`src/rtl/adc_seq_pkg.sv`:
```
package adc_seq_pkg;
  localparam int unsigned A_CTRL  = 0;
  localparam int unsigned A_CHSEL = 1;
  localparam int unsigned A_THR   = 2;

  localparam int unsigned B_EN   = 0;
  localparam int unsigned B_SCAN = 1;
  localparam int unsigned B_ONCE = 2;
  localparam int unsigned B_CMP  = 3;
  localparam int unsigned B_LT   = 4;

  typedef enum logic [1:0] {ST_IDLE, ST_START, ST_WAIT} seq_st_e;

  typedef struct packed {
    logic en;
    logic scan;
    logic once;
    logic cmp_en;
    logic cmp_lt;
  } cfg_t;
endpackage

```
`src/rtl/adc_seq_regs.sv`:
```
module adc_seq_regs
  import adc_seq_pkg::*;
#(
  parameter int unsigned ADDR_W = 2,
  parameter int unsigned DATA_W = 8,
  parameter int unsigned CH_W   = 3,
  parameter int unsigned CMP_W  = 8
) (
  input  logic              clk_i,
  input  logic              rst_ni,
  input  logic              we_i,
  input  logic [ADDR_W-1:0] addr_i,
  input  logic [DATA_W-1:0] wdata_i,
  output cfg_t              cfg_o,
  output logic [CH_W-1:0]   chsel_o,
  output logic [CMP_W-1:0]  thr_o,
  output logic              start_o,
  output logic              start_scan_o,
  output logic              abort_o
);
  logic ctrl_wr;

  assign ctrl_wr      = we_i && (addr_i == ADDR_W'(A_CTRL));
  assign start_o      = ctrl_wr && wdata_i[B_EN];
  assign abort_o      = ctrl_wr && !wdata_i[B_EN];
  assign start_scan_o = wdata_i[B_SCAN];

  always_ff @(posedge clk_i or negedge rst_ni) begin
    if (!rst_ni) begin
      cfg_o   <= '0;
      chsel_o <= '0;
      thr_o   <= '0;
    end else if (we_i) begin
      if (addr_i == ADDR_W'(A_CTRL)) begin
        cfg_o.en     <= wdata_i[B_EN];
        cfg_o.scan   <= wdata_i[B_SCAN];
        cfg_o.once   <= wdata_i[B_ONCE];
        cfg_o.cmp_en <= wdata_i[B_CMP];
        cfg_o.cmp_lt <= wdata_i[B_LT];
      end
      if (addr_i == ADDR_W'(A_CHSEL)) chsel_o <= wdata_i[CH_W-1:0];
      if (addr_i == ADDR_W'(A_THR))   thr_o   <= wdata_i[CMP_W-1:0];
    end
  end
endmodule

```
`src/rtl/adc_seq_fsm.sv`:
```
module adc_seq_fsm
  import adc_seq_pkg::*;
#(
  parameter int unsigned CH_W = 3
) (
  input  logic            clk_i,
  input  logic            rst_ni,
  input  logic            en_i,
  input  logic            scan_i,
  input  logic            once_i,
  input  logic [CH_W-1:0] chsel_i,
  input  logic            start_i,
  input  logic            start_scan_i,
  input  logic            abort_i,
  input  logic            done_i,
  output logic            conv_start_o,
  output logic [CH_W-1:0] ch_o,
  output logic            store_o,
  output logic            waiting_o
);
  seq_st_e         st_q;
  logic [CH_W-1:0] ch_q;
  logic            last_ch;

  assign conv_start_o = (st_q == ST_START);
  assign waiting_o    = (st_q == ST_WAIT);
  assign ch_o         = ch_q;
  assign store_o      = waiting_o && done_i && !abort_i;
  // scan ends at or past the select value, so lowering it mid-scan cannot run away
  assign last_ch      = (ch_q >= chsel_i);

  always_ff @(posedge clk_i or negedge rst_ni) begin
    if (!rst_ni) begin
      st_q <= ST_IDLE;
      ch_q <= '0;
    end else begin
      unique case (st_q)
        ST_IDLE: begin
          if (start_i) begin
            st_q <= ST_START;
            ch_q <= start_scan_i ? '0 : chsel_i;
          end
        end
        ST_START: begin
          st_q <= (abort_i || !en_i) ? ST_IDLE : ST_WAIT;
        end
        ST_WAIT: begin
          if (abort_i || !en_i) begin
            st_q <= ST_IDLE;
          end else if (done_i) begin
            if (!scan_i) begin
              st_q <= once_i ? ST_IDLE : ST_START;
              ch_q <= chsel_i;
            end else if (last_ch) begin
              st_q <= once_i ? ST_IDLE : ST_START;
              ch_q <= '0;
            end else begin
              st_q <= ST_START;
              ch_q <= ch_q + CH_W'(1);
            end
          end
        end
        default: st_q <= ST_IDLE;
      endcase
    end
  end
endmodule

```
`src/rtl/adc_seq_cmp.sv`:
```
module adc_seq_cmp #(
  parameter int unsigned CMP_W = 8
) (
  input  logic [CMP_W-1:0] res_hi_i,
  input  logic [CMP_W-1:0] thr_i,
  input  logic             cmp_en_i,
  input  logic             cmp_lt_i,
  output logic             hit_o
);
  logic ge;

  assign ge    = (res_hi_i >= thr_i);
  assign hit_o = !cmp_en_i || (cmp_lt_i ? !ge : ge);
endmodule

```
`src/rtl/adc_seq_results.sv`:
```
module adc_seq_results #(
  parameter int unsigned NUM_CH = 8,
  parameter int unsigned RES_W  = 10,
  parameter int unsigned CH_W   = 3
) (
  input  logic             clk_i,
  input  logic             rst_ni,
  input  logic             we_i,
  input  logic [CH_W-1:0]  wr_ch_i,
  input  logic [RES_W-1:0] wdata_i,
  input  logic [CH_W-1:0]  rd_ch_i,
  output logic [RES_W-1:0] rd_data_o
);
  logic [RES_W-1:0] res_q [NUM_CH];

  for (genvar g = 0; g < NUM_CH; g++) begin : g_res
    always_ff @(posedge clk_i or negedge rst_ni) begin
      if (!rst_ni)                               res_q[g] <= '0;
      else if (we_i && wr_ch_i == CH_W'(g))      res_q[g] <= wdata_i;
    end
  end

  assign rd_data_o = res_q[rd_ch_i];
endmodule

```
`src/rtl/adc_seq_ctrl.sv`:
```
module adc_seq_ctrl
  import adc_seq_pkg::*;
#(
  parameter int unsigned NUM_CH = 8,
  parameter int unsigned RES_W  = 10,
  parameter int unsigned CMP_W  = 8,
  parameter int unsigned ADDR_W = 2,
  parameter int unsigned DATA_W = 8
) (
  input  logic                      clk_i,
  input  logic                      rst_ni,
  input  logic                      reg_we_i,
  input  logic [ADDR_W-1:0]         reg_addr_i,
  input  logic [DATA_W-1:0]         reg_wdata_i,
  input  logic [$clog2(NUM_CH)-1:0] rd_ch_i,
  output logic [RES_W-1:0]          rd_data_o,
  output logic                      conv_start_o,
  output logic [$clog2(NUM_CH)-1:0] conv_ch_o,
  input  logic                      conv_done_i,
  input  logic [RES_W-1:0]          conv_data_i,
  output logic                      irq_o
);
  localparam int unsigned CH_W = $clog2(NUM_CH);

  cfg_t             cfg;
  logic [CH_W-1:0]  chsel;
  logic [CMP_W-1:0] thr;
  logic             start_p, start_scan, abort_p;
  logic             store, waiting, hit;
  logic             irq_q;

  adc_seq_regs #(
    .ADDR_W(ADDR_W), .DATA_W(DATA_W), .CH_W(CH_W), .CMP_W(CMP_W)
  ) i_regs (
    .clk_i        (clk_i),
    .rst_ni       (rst_ni),
    .we_i         (reg_we_i),
    .addr_i       (reg_addr_i),
    .wdata_i      (reg_wdata_i),
    .cfg_o        (cfg),
    .chsel_o      (chsel),
    .thr_o        (thr),
    .start_o      (start_p),
    .start_scan_o (start_scan),
    .abort_o      (abort_p)
  );

  adc_seq_fsm #(.CH_W(CH_W)) i_fsm (
    .clk_i        (clk_i),
    .rst_ni       (rst_ni),
    .en_i         (cfg.en),
    .scan_i       (cfg.scan),
    .once_i       (cfg.once),
    .chsel_i      (chsel),
    .start_i      (start_p),
    .start_scan_i (start_scan),
    .abort_i      (abort_p),
    .done_i       (conv_done_i),
    .conv_start_o (conv_start_o),
    .ch_o         (conv_ch_o),
    .store_o      (store),
    .waiting_o    (waiting)
  );

  adc_seq_cmp #(.CMP_W(CMP_W)) i_cmp (
    .res_hi_i (conv_data_i[RES_W-1 -: CMP_W]),
    .thr_i    (thr),
    .cmp_en_i (cfg.cmp_en),
    .cmp_lt_i (cfg.cmp_lt),
    .hit_o    (hit)
  );

  adc_seq_results #(.NUM_CH(NUM_CH), .RES_W(RES_W), .CH_W(CH_W)) i_res (
    .clk_i     (clk_i),
    .rst_ni    (rst_ni),
    .we_i      (store),
    .wr_ch_i   (conv_ch_o),
    .wdata_i   (conv_data_i),
    .rd_ch_i   (rd_ch_i),
    .rd_data_o (rd_data_o)
  );

  always_ff @(posedge clk_i or negedge rst_ni) begin
    if (!rst_ni) irq_q <= 1'b0;
    else         irq_q <= store && hit;
  end

  assign irq_o = irq_q;
endmodule

```
`config.mk`:
```
export PLATFORM = sky130hd
export DESIGN_NAME = adc_seq_ctrl
export DESIGN_NICKNAME = d
export VERILOG_FILES = /design/src/rtl/adc_seq_pkg.sv /design/src/rtl/adc_seq_regs.sv /design/src/rtl/adc_seq_fsm.sv /design/src/rtl/adc_seq_cmp.sv /design/src/rtl/adc_seq_results.sv /design/src/rtl/adc_seq_ctrl.sv
export SDC_FILE = /design/constraint.sdc
export NUM_CORES = 1
export LEC_CHECK = 0
export BUFFER_PORTS_ARGS = -buffer_cell sky130_fd_sc_hd__buf_2
export CORE_MARGIN = 3
export CORE_UTILIZATION = 52
export CTS_CLUSTER_DIAMETER = 60
export CTS_CLUSTER_SIZE = 12
export DETAILED_ROUTE_END_ITERATION = 8
export GPL_ROUTABILITY_DRIVEN = 0
export PLACE_DENSITY = 0.74
export SYNTH_ARGS = -nofsm -noshare
export SYNTH_HDL_FRONTEND = slang
export SYNTH_SLANG_ARGS = --single-unit
export TNS_END_PERCENT = 10
```
`constraint.sdc`:
```
create_clock -name clk_i -period 2 [get_ports clk_i]
set_clock_uncertainty 0.2 [all_clocks]
set_input_delay 0.4 -clock clk_i [delete_from_list [all_inputs] [get_ports clk_i]]
set_output_delay 0.4 -clock clk_i [all_outputs]
set_load 0.1 [all_outputs]
```
# == Word-level counts from Yosys, hierarchy flattened ==
# Cells that the tools add are included.
# op_classes
addsub,1
magnitude_cmp,3
n_eq_ne,15
mux,19
n_bitwise,1
reduce_logical,30
# ops
op,count
10-bit binary-select mux with 3-bit select,1
10-bit two-way mux,2
3-bit two-way mux,6
1-bit logical AND,14
3-bit equality test (second input constant),4
2-bit two-way mux,6
8-bit >= comparator,1
2-bit AND reduction,4
3-bit by 2-bit equality test with 1-bit output (second input constant),2
2-bit one-hot mux with 3 select lines,1
3-bit one-hot mux with 2 select lines,1
1-bit logical NOT,5
2-bit by 1-bit equality test with 1-bit output (second input constant),2
2-bit equality test (second input constant),2
4-bit >= comparator (second input constant),1
2-bit logical NOT,2
2-bit inequality test (second input constant),2
3-bit NOT with 4-bit output,1
4-bit AND reduction,1
3-bit by 1-bit adder with 3-bit output (second input constant),1
3-bit by 1-bit equality test with 1-bit output (second input constant),1
3-bit >= comparator,1
3-bit logical NOT,1
3-bit inequality test (second input constant),1
other kinds (4),6
# word_totals
ff_bits,102
output_inout_bits,15

# == Depth between registers and ports, before layout ==
# Gate-level depths: netlist of run 1.
# depth
ltp_word,6
mapped_depth,6

# == Cells and area by module ==
# From an unflattened synthesis of run 1, not the netlist that was laid out.
# unflattened
hier_cells,331
hier_area_um2,5022.3
# by_module_without_submodules
mod,n_inst,cells_each,area_per_inst_um2
adc_seq_results,1,210,3694.8
adc_seq_regs,1,38,638.1
adc_seq_fsm,1,48,412.9
adc_seq_cmp,1,33,245.2
adc_seq_ctrl,1,2,31.3

# == Least setup slack after synthesis of run 1 ==
# No wires, ideal clock.
# synth_path
path_kind,register -> register
startpoint,register i_fsm.ch_q[0] (netlist: i_fsm.ch_o[0])
endpoint,register i_fsm.ch_q[2] (netlist: i_fsm.ch_o[2])
arrival_time_ps,2061
setup_slack_ps,-388
stages_incl_launch_ff,7
n_path_buf,0
cell_sequence,dfrtp_1 > inv_1 > ha_1 > nor2b_1 > o2111ai_1 > a21oi_1 > mux2_2
# synth_between
elab_chain_cells,6
word_cells_on_any_way,7
# synth_lines
element,line_no,source
"start, declared",adc_seq_fsm.sv:22,logic [CH_W-1:0] ch_q;
"start signal, assigned",adc_seq_fsm.sv:41,ch_q <= start_scan_i ? '0 : chsel_i;
"start signal, assigned",adc_seq_fsm.sv:53,ch_q <= chsel_i;
"start signal, assigned",adc_seq_fsm.sv:59,ch_q <= ch_q + CH_W'(1);
3-bit by 1-bit adder with 3-bit output or 3-bit >= comparator (tied branches),"adc_seq_fsm.sv:59, adc_seq_fsm.sv:30",
3-bit two-way mux *,adc_seq_fsm.sv:54,end else if (last_ch) begin
3-bit two-way mux *,adc_seq_fsm.sv:51,if (!scan_i) begin
3-bit two-way mux *,adc_seq_fsm.sv:50,end else if (done_i) begin
3-bit two-way mux *,adc_seq_fsm.sv:48,if (abort_i || !en_i) begin
3-bit one-hot mux with 2 select lines *,adc_seq_fsm.sv:37,unique case (st_q)
# Mark *: on every way between the ends. The rest lies on a longest branch, timed or not. The select of a mux whose other input is x is not followed.
# A chain may end at the register's enable or synchronous reset.

# == Final worst setup path of run 1 ==
# layout_path
startpoint,register i_res.res_q[41] in the netlist's numbering
endpoint,output port rd_data_o[1]
# layout_between
elab_chain_cells,3
# layout_lines
element,line_no,source
"start, declared",adc_seq_results.sv:14,logic [RES_W-1:0] res_q [NUM_CH];
"start signal, assigned by index",adc_seq_results.sv:19,else if (we_i && wr_ch_i == CH_W'(g)) res_q[g] <= wdata_i;
10-bit binary-select mux with 3-bit select,adc_seq_results.sv:23,assign rd_data_o = res_q[rd_ch_i];
10-bit two-way mux (implied by the code) (2 in series),adc_seq_results.sv:23,
"end, declared",adc_seq_ctrl.sv:16,"output logic [RES_W-1:0] rd_data_o,"
# Every way passes these cells. The select of a mux whose other input is x is not followed.

==> results of run 1 <==
worst max-delay path by stage:
stage	startpoint	to	slack, ps	cells after the start
final	i_res.res_q[41]$_DFFE_PN0P_	rd_data_o[1]	-310	3
after global routing	i_res.res_q[1]$_DFFE_PN0P_	rd_data_o[1]	-360	3
after CTS	i_res.res_q[49]$_DFFE_PN0P_	rd_data_o[9]	-310	3
after detailed placement	rd_ch_i[0]	rd_data_o[9]	-410	5
after global placement	rd_ch_i[0]	rd_data_o[9]	-390	5
after floorplan	rd_ch_i[0]	rd_data_o[0]	-280	3
power groups by stage:
stage	sequential, mW	clock (mW)	combinational (mW)
2_1_floorplan	2.67	0	0.934
3_3_place_gp	2.55	0	1.38
3_5_place_dp	2.56	0	1.42
4_1_cts	2.52	1.36	1.50
5_1_grt	2.56	1.42	1.64
6_report	2.52	1.31	1.51
layout make-up:
type / count / area [um^2]
Timing Repair Buffer: 79 / 783
Tap cell: 129 / 161
Multi-Input combinational cell: 205 / 2410
Clock buffer: 9 / 124
Clock inverter: 7 / 78.8
Inverter: 16 / 60.1
Sequential cell: 102 / 2560
Fill cell: 647 / 3160
cells by family (layout without fill, tap and decap cells):
group                    Yosys count  in the layout
AO/OA/AOI/OAI                     23             23
adder cells (fa/ha/maj)           17             17
buffers and inverters             25            111
flip-flops                       102            102
multiplexers                     127            127
AND/OR/NAND/NOR                   38             38
timing repair:
item,in CTS,in global routing
gates resized for setup,34,9
endpoints found under the setup margin,11,13
buffers inserted,2,2
endpoints found under the hold margin,35,0
gates cloned,0,1
hold buffers,1,0
critical path, cell delays in order (launching register included):
cell,delay [ps]
dfrtp_1,400
mux4_2,480
mux2_4,300
buf_12,170
through the flow:
step / total power [mW] / hold WS, ps / instances
4_1_cts: 5.38 / 42.7 / 544
5_1_grt: 5.62 / 49.0 / 547
3_5_place_dp: 3.98 / 214 / 525
6_report: 5.34 / 59.8 / 547
2_1_floorplan: 3.60 / -95.6 / 332
3_3_place_gp: 3.93 / 206 / 525
layer usage:
layer	vias up	wire length, um	global-route usage (%)
li1	1390	-	-
met1	1594	4660	26.6
met2	40	5200	32.1
met3	6	261	4.14
met4	2	62	3.94
met5	-	13	0
flip-flops by register name, summed over array words and instances, names as in the netlist:
name,cells
i_regs.thr_o,8
i_fsm.ch_o,3
i_res.res_q,80
irq_o,1
i_regs.chsel_o,3
i_fsm.st_q,2
i_regs.cfg_o,5
layout by cell type (no fill, tap or decap), drive strengths merged:
cell | synthesis | final
mux2 | 106 | 106
or4b | 1 | 1
nand4 | 1 | 1
inv | 16 | 19
nand2 | 13 | 13
o211ai | 2 | 2
buf | 7 | 77
nor3b | 2 | 2
clkinv | 0 | 1
nor3 | 1 | 1
dfrtp | 102 | 102
mux4 | 20 | 20
nand3 | 4 | 4
dlygate4sd3 | 0 | 1
and3 | 5 | 5
a211oi | 1 | 1
ha | 17 | 17
nand3b | 3 | 3
o21ai | 6 | 6
nor2b | 5 | 5
bufinv | 0 | 1
and2 | 1 | 1
a21oi | 8 | 8
clkbuf | 2 | 10
a2111o | 1 | 1
mux2i | 1 | 1
a31oi | 1 | 1
o2111ai | 3 | 3
clkinvlp | 0 | 2
o211a | 1 | 1
nor2 | 2 | 2
==> results.toml, run 1 <==
[critical_path]
crit_fanout = 2
worstPathArrival_ps = 1710
critPathKind = "flop to output pin"
cp-end-kind = "output pin"
required_ps = 1400
r2r_start = "i_fsm.ch_o[0]$_DFFE_PN0P_"
r2r_cells = 4
r2r_slack_ps = 120
worst_r2r_endpoint = "i_res.res_q[74]$_DFFE_PN0P_"
crit_path_start_kind = "flop"

[power]
pwr-share-comb_pct = 28.3
seqPwrFrac_pct = 47.2
p_clk_share_pct = 24.5
peakVddDrop_uv = 472
power.internal_mw = 3.64
p_leak_nw = 3.03
power_density_nw_per_um2 = 866
sw_frac_of_total_pct = 31.9
power.switching_mw = 1.70

[finish]
nNetsFinal = 457
finalInstanceArea_um2 = 6170
layout-drive-gt1-share_pct = 56.5
fin_util_pct = 66.2
diodes = 0
areaGrowthSynthToFinish_pct = 22.0

[timing]
min_period_over_period_pct = 115
clock.fmax_mhz = 433
relSlewSlack_pct = 64.9
drv_slew = 0
finalSetupTns_ps = -2810
final_hold_viol_count = 0
tightest_slew_ps = 526
setup_violations = 10
fin_crit_ps = 2310
rsz0062_at_grt = "true"
fin_ws_ps = -307

[min_path]
min_path_type = "primary input to flop"
holdPathEnd = "i_regs.cfg_o[1]$_DFFE_PN0N_"
hp-start = "reg_wdata_i[3]"
worstHoldPathCells = 3

[clocking]
cts-buffers-inserted = 9
clk_latency_ps = 350
h-tree-depth = 3
clock-sinks = 102
cts-root-buf = "clkbuf_8"
cts_tree = "built"
clk_pin_slew_worst_paths_ps = 100
cts.path.max_buffers = 2

[yosys]
synth-compound-area-share_pct = 2.89
ys.flop_type = "dfrtp_1"
synth_top_area_share_pct = 50.5
ys_seq_elements = 102
synth_edf_count = 0
syn-instance-count = 332
ys_seq_area_share_pct = 50.5
synth_cell_types = 34
syn_area_um2 = 5060
yosysMostFrequentCell = "dfrtp_1"
synthMuxAreaShare_pct = 34.9
synth_common_cells = "102 x dfrtp_1, 76 x mux2_2, 30 x mux2_4"
synthArstFlopShare_pct = 100
yosys-top-cells-area = "dfrtp_1 50%, mux2_2 17%, mux2_4 8.9%"
synthXorXnorAreaFrac_pct = 0
synthSimpleGateAreaFrac_pct = 5.00
syn_nets = 376
synth_area_leader_cell = "dfrtp_1"
synth_top_family_by_area = "multiplexers"
ys.warnings.count = 0
synth_fa_ha_area_share_pct = 4.21
synth.avg_cell_area_um2 = 15.2

[place]
place_ws_ps = -407
numPortBuffers = 41
placed_area_um2 = 5760
hpwlAfterDp_um = 6950

[run_status]
status = "complete, but fails checks"
violations = "negative setup slack"

[floorplanning]
start_util_pct = 54.2
chipHeight_um = 105
ioPinCount = 42
row_count = 35
die_area_um2 = 10900
core_area_um2 = 9330
die_w_um = 105

[grt]
gr-total-overflow = 0
antenna_found_initial = 1
grt_pass1_vias = 3174
grtUsageTotal_pct = 19.3
grt_pass1_wl_um = 16600
grt_start_max_net_pins = 39

[drt]
vias = 3032
drc = 0
post_drt_wl_per_cell_um = 18.6
ant_nets = 0
drt_iter0_markers = 99
dr.pass1.iters = 4
viasPerCell = 5.54
wirelength_um = 10200

[flow_run]
max_cap_viol_count = 0
No activity file was read; power rests on OpenSTA's default activity.
==> run 2, diff against run 1 <==
--- a/config.mk
+++ b/config.mk
@@ -5,7 +5,7 @@
 export SDC_FILE = /design/constraint.sdc
 export NUM_CORES = 1
 export LEC_CHECK = 0
-export BUFFER_PORTS_ARGS = -buffer_cell sky130_fd_sc_hd__buf_2
+export BUFFER_PORTS_ARGS = -buffer_cell sky130_fd_sc_hd__buf_4
 export CORE_MARGIN = 3
 export CORE_UTILIZATION = 52
 export CTS_CLUSTER_DIAMETER = 60
==> results.toml, run 2 (synthesis results as in run 1) <==
[run_status]
status = "complete, but fails checks"
violations = "negative setup slack"

[floorplanning]
core_area_um2 = 9330
die_area_um2 = 10900
die_w_um = 105
start_util_pct = 54.2
row_count = 35
ioPinCount = 42
chipHeight_um = 105

[timing]
drv_slew = 0
clock.fmax_mhz = 432
final_hold_viol_count = 0
fin_crit_ps = 2310
finalSetupTns_ps = -2990
rsz0062_at_grt = "true"
setup_violations = 10
tightest_slew_ps = 546
relSlewSlack_pct = 63.6
fin_ws_ps = -314
whs_ps = 46.1
min_period_over_period_pct = 116

[finish]
layout_commonest_cell = "dfrtp_1"
multi_input_area_um2 = 2410
diodes = 0
largestRegisters = "i_res.res_q x80, i_regs.thr_o x8, i_regs.cfg_o x5"
regArea_um2 = 2560
layout-drive-gt1-share_pct = 55.1
top_register = "i_res.res_q"
largest_register_ff_count = 80
areaGrowthSynthToFinish_pct = 20.2
final_cell_mix = "99 x dfrtp_1, 71 x mux2_2, 45 x buf_4"
instances_no_fill = 534
fin_util_pct = 65.2
nNetsFinal = 444
num-fill-cells = 684

[grt]
grt_start_max_net_pins = 103
grt_pass1_vias = 3217
grtUsageTotal_pct = 19.6
grt_pass1_wl_um = 16600
gr-total-overflow = 0
antenna_found_initial = 0

[clocking]
cts_tree = "built"
cts-root-buf = "clkbuf_8"
clock-sinks = 102
clk_pin_slew_worst_paths_ps = 100
clk_latency_ps = 370
cts.path.max_buffers = 2
cts-buffers-inserted = 9
h-tree-depth = 3

[power]
sw_frac_of_total_pct = 32.5
peakVddDrop_uv = 511
seqPwrFrac_pct = 48.1
power_density_nw_per_um2 = 865
p_leak_nw = 2.96
power.internal_mw = 3.55
p_clk_share_pct = 22.8
p_total_mw = 5.26
pwr-share-comb_pct = 29.1
power.switching_mw = 1.71

[critical_path]
cp-end-kind = "output pin"
crit_fanout = 2
crit_path_start_kind = "flop"
required_ps = 1400
critPathKind = "flop to output pin"
worstPathArrival_ps = 1710

[flow_run]
max_cap_viol_count = 0

[drt]
wirelength_um = 9970
ant_nets = 0
drc = 0
drt_iter0_markers = 135
vias = 3011
post_drt_wl_per_cell_um = 18.7
dr.pass1.iters = 4
viasPerCell = 5.64

[place]
hpwlAfterDp_um = 6730
dp.cells = 516
numPortBuffers = 41

[min_path]
min_path_type = "primary input to flop"
==> run 2: cell count changes in the layout (fill, tap and decap cells not counted), moves of 2 or more <==
cell / previous run / this run
buf_2: 28 / 0
inv_6: 2 / 0
clkinv_4: 0 / 2
buf_4: 27 / 45
buf_12: 18 / 15
buf_8: 0 / 2
==> run 2: final timing paths <==
| kind | startpoint | end | slack (ps) | cells after the start |
|---|---|---|---|---|
| min reg2reg | i_regs.thr_o[1]$_DFFE_PN0P_ | i_regs.thr_o[1]$_DFFE_PN0P_ | 300 | 2 |
| min in group asynchronous | rst_ni | i_res.res_q[30]$_DFFE_PN0P_ | 410 | 3 |
| max in group asynchronous | rst_ni | i_fsm.ch_o[0]$_DFFE_PN0P_ | 710 | 3 |
| max | i_res.res_q[55]$_DFFE_PN0P_ | rd_data_o[5] | -310 | 3 |
| max reg2reg | i_fsm.st_q[0]$_DFFE_PN0P_ | i_res.res_q[69]$_DFFE_PN0P_ | 100 | 4 |
| min | reg_wdata_i[3] | i_regs.cfg_o[1]$_DFFE_PN0N_ | 50 | 3 |
==> run 2: per-stage QoR <==
stage               cell area [um^2]  worst slack [ps]
floorplan                       5070              -280
global placement                5770              -299
detailed placement              5770              -311
CTS                             6040              -332
global route                    6080              -365
finish                          6080              -314
==> run 2: final cells by class <==
| cell class | count | area share [%] |
|---|---|---|
| sequential | 102 | 42.1 |
| multi-input combinational | 205 | 39.7 |
| timing repair buffer | 66 | 11.7 |
| tap | 129 | 2.65 |
| clock buffer | 11 | 2.33 |
| inverter | 16 | 0.988 |
| clock inverter | 5 | 0.576 |
==> run 2: critical path: stages (launching register included) <==
cell and delay [ps]:
dfrtp_1 410, mux4_2 460, mux2_4 290, buf_12 170
==> run 2: what timing repair did <==
item	CTS	global route
buffers inserted	0	1
cloned	0	0
setup endpoints to repair	11	11
gates resized for setup	23	7
endpoints found under the hold margin	102	0
hold buffers	1	0
pin swaps	0	0
==> run 2: power groups by stage <==
stage | Clock, mW | Combinational (mW) | Sequential (mW)
2_1_floorplan | 0 | 0.934 | 2.67
3_3_place_gp | 0 | 1.40 | 2.56
3_5_place_dp | 0 | 1.44 | 2.57
4_1_cts | 1.23 | 1.51 | 2.53
5_1_grt | 1.32 | 1.65 | 2.56
6_report | 1.20 | 1.53 | 2.53
==> run 2: metal layers <==
layer  up-vias  global-route usage [%]  part of all wire, %
met2        53                    32.5                   51
li1       1367                       -                    -
met5         -                       0                    0
met3        16                    4.69                  3.5
met4         0                    7.22                  1.9
met1      1575                    25.2                   44
==> run 3, diff against run 2 <==
--- a/config.mk
+++ b/config.mk
@@ -7,12 +7,12 @@
 export LEC_CHECK = 0
 export BUFFER_PORTS_ARGS = -buffer_cell sky130_fd_sc_hd__buf_4
 export CORE_MARGIN = 3
-export CORE_UTILIZATION = 52
+export CORE_UTILIZATION = 54
 export CTS_CLUSTER_DIAMETER = 60
 export CTS_CLUSTER_SIZE = 12
 export DETAILED_ROUTE_END_ITERATION = 8
 export GPL_ROUTABILITY_DRIVEN = 0
-export PLACE_DENSITY = 0.74
+export PLACE_DENSITY = 0.76
 export SYNTH_ARGS = -nofsm -noshare
 export SYNTH_HDL_FRONTEND = slang
 export SYNTH_SLANG_ARGS = --single-unit
==> results.toml, run 3 (synthesis results as in run 1) <==
[critical_path]
r2r_cells = 4
r2r_slack_ps = 130
cp_cell_sequence = "mux4_2 > mux2_4 > buf_12"
cp-end-kind = "output pin"
cp-startpoint = "i_res.res_q[56]$_DFFE_PN0P_"
critPathKind = "flop to output pin"
required_ps = 1400
max_stage_delay_ps = 480
worstPathArrival_ps = 1710
crit_path_start_kind = "flop"
worst_r2r_endpoint = "i_res.res_q[60]$_DFFE_PN0P_"
crit_fanout = 2
critPathTopFamily = "multiplexers"
r2r_start = "i_fsm.st_q[0]$_DFFE_PN0P_"
critPathBufInv = 1
crit_slowest_cell = "mux4_2"

[finish]
layout-drive-gt1-share_pct = 55.7
nNetsFinal = 450
areaGrowthSynthToFinish_pct = 21.6
layout_commonest_cell = "dfrtp_1"
largest_register_ff_count = 80
finalInstanceArea_um2 = 6150
largestRegisters = "i_res.res_q x80, i_regs.thr_o x8, i_regs.cfg_o x5"
top_register = "i_res.res_q"
final_cell_mix = "99 x dfrtp_1, 69 x mux2_2, 50 x buf_4"
diodes = 0
num-fill-cells = 615
multi_input_area_um2 = 2410
regArea_um2 = 2560

[grt]
grt_start_max_net_pins = 44
gr-usage-met3_pct = 4.19
antenna_found_initial = 0
grtUsageMet1_pct = 29.0
grt_pass1_wl_um = 17100
grt_use_met2_pct = 36.3
top_usage_layer = "met2"
gr-total-overflow = 0
grt_pass1_vias = 3269
grtUsageTotal_pct = 21.5

[power]
p_leak_nw = 3.02
power_density_nw_per_um2 = 880
peakVddDrop_uv = 465

[timing]
finalSetupTns_ps = -2930
rsz0062_at_grt = "true"
clock.fmax_mhz = 433
relSlewSlack_pct = 71.8
fin_crit_ps = 2310
drv_slew = 0
min_period_over_period_pct = 115
setup_violations = 10
fin_ws_ps = -309
final_hold_viol_count = 0
tightest_slew_ps = 421

[drt]
ant_nets = 0
viasPerCell = 5.76
drt_iter0_markers = 140
wirelength_um = 9980
drc = 0
vias = 2990
post_drt_wl_per_cell_um = 19.2
dr.pass1.iters = 4

[floorplanning]
row_count = 34
die_area_um2 = 10600
core_area_um2 = 8890
die_w_um = 103
ioPinCount = 42
start_util_pct = 56.9
chipHeight_um = 103

[flow_run]
max_cap_viol_count = 0

[place]
hpwlAfterDp_um = 7090
numPortBuffers = 41
placed_area_um2 = 5780

[run_status]
status = "complete, but fails checks"
violations = "negative setup slack"

[clocking]
cts.path.max_buffers = 2
cts_tree = "built"
clk_pin_slew_worst_paths_ps = 90
cts-buffers-inserted = 9
clk_latency_ps = 360
clock-sinks = 102
h-tree-depth = 3
cts-root-buf = "clkbuf_8"

[min_path]
worstHoldPathCells = 3
hp-start = "reg_wdata_i[3]"
holdPathEnd = "i_regs.cfg_o[1]$_DFFE_PN0N_"
min_path_type = "primary input to flop"
run 3: per-stage QoR:
| stage | setup WS, ps | hold WS, ps | util [%] | power [mW] | instances |
|---|---|---|---|---|---|
| after floorplan | -280 | -95.6 | - | 3.60 | 332 |
| final | -309 | 59.4 | 69.2 | 5.41 | 519 |
| after global placement | -297 | 114 | 65.0 | 3.96 | 499 |
| after detailed placement | -320 | 119 | 65.0 | 4.03 | 499 |
| after CTS | -329 | 38.2 | 68.1 | 5.41 | 516 |
| after global routing | -366 | 44.1 | 69.2 | 5.71 | 519 |
run 3: final cells by class:
class | instances | share of cell area (%)
flip-flops and latches | 102 | 41.6
clock buffers | 11 | 2.46
repair buffers | 72 | 12.7
multi-input cells | 205 | 39.2
well taps | 108 | 2.20
inverters | 16 | 0.976
clock inverters | 5 | 0.936
run 3: how the worst max path moves through the flow:
stage	endpoint	slack (ps)	depth (start not counted)
detailed placement	rd_data_o[2]	-320	5
global route	rd_data_o[5]	-370	3
finish	rd_data_o[6]	-310	3
CTS	rd_data_o[8]	-330	3
floorplan	rd_data_o[0]	-280	3
global placement	rd_data_o[4]	-300	5
run 3: where the power goes:
| group | leakage, nW | switching (mW) | internal, mW |
|---|---|---|---|
| logic | 1.54 | 0.804 | 0.729 |
| clock network | 0.109 | 0.694 | 0.647 |
| registers | 1.37 | 0.200 | 2.34 |
| total | 3.02 | 1.70 | 3.72 |
run 3: worst reg2reg max path: stages (launching register included):
cell and delay, ps:
dfrtp_1 420, nor2b_1 150, and3_4 270, and3_4 380, mux2_4 340
run 3: per-layer routing:
metal	part of all wire, %	wire length (um)
met1	43	4310
met2	52	5210
met3	3.3	332
met4	1.2	124
met5	0	0
run 3: repair_timing:
action                                 CTS  global route
setup endpoints to repair               10            12
resized for setup                       13            19
hold buffers                             1             0
endpoints found under the hold margin   19             0
setup buffers                            0             3
cloned                                   0             0
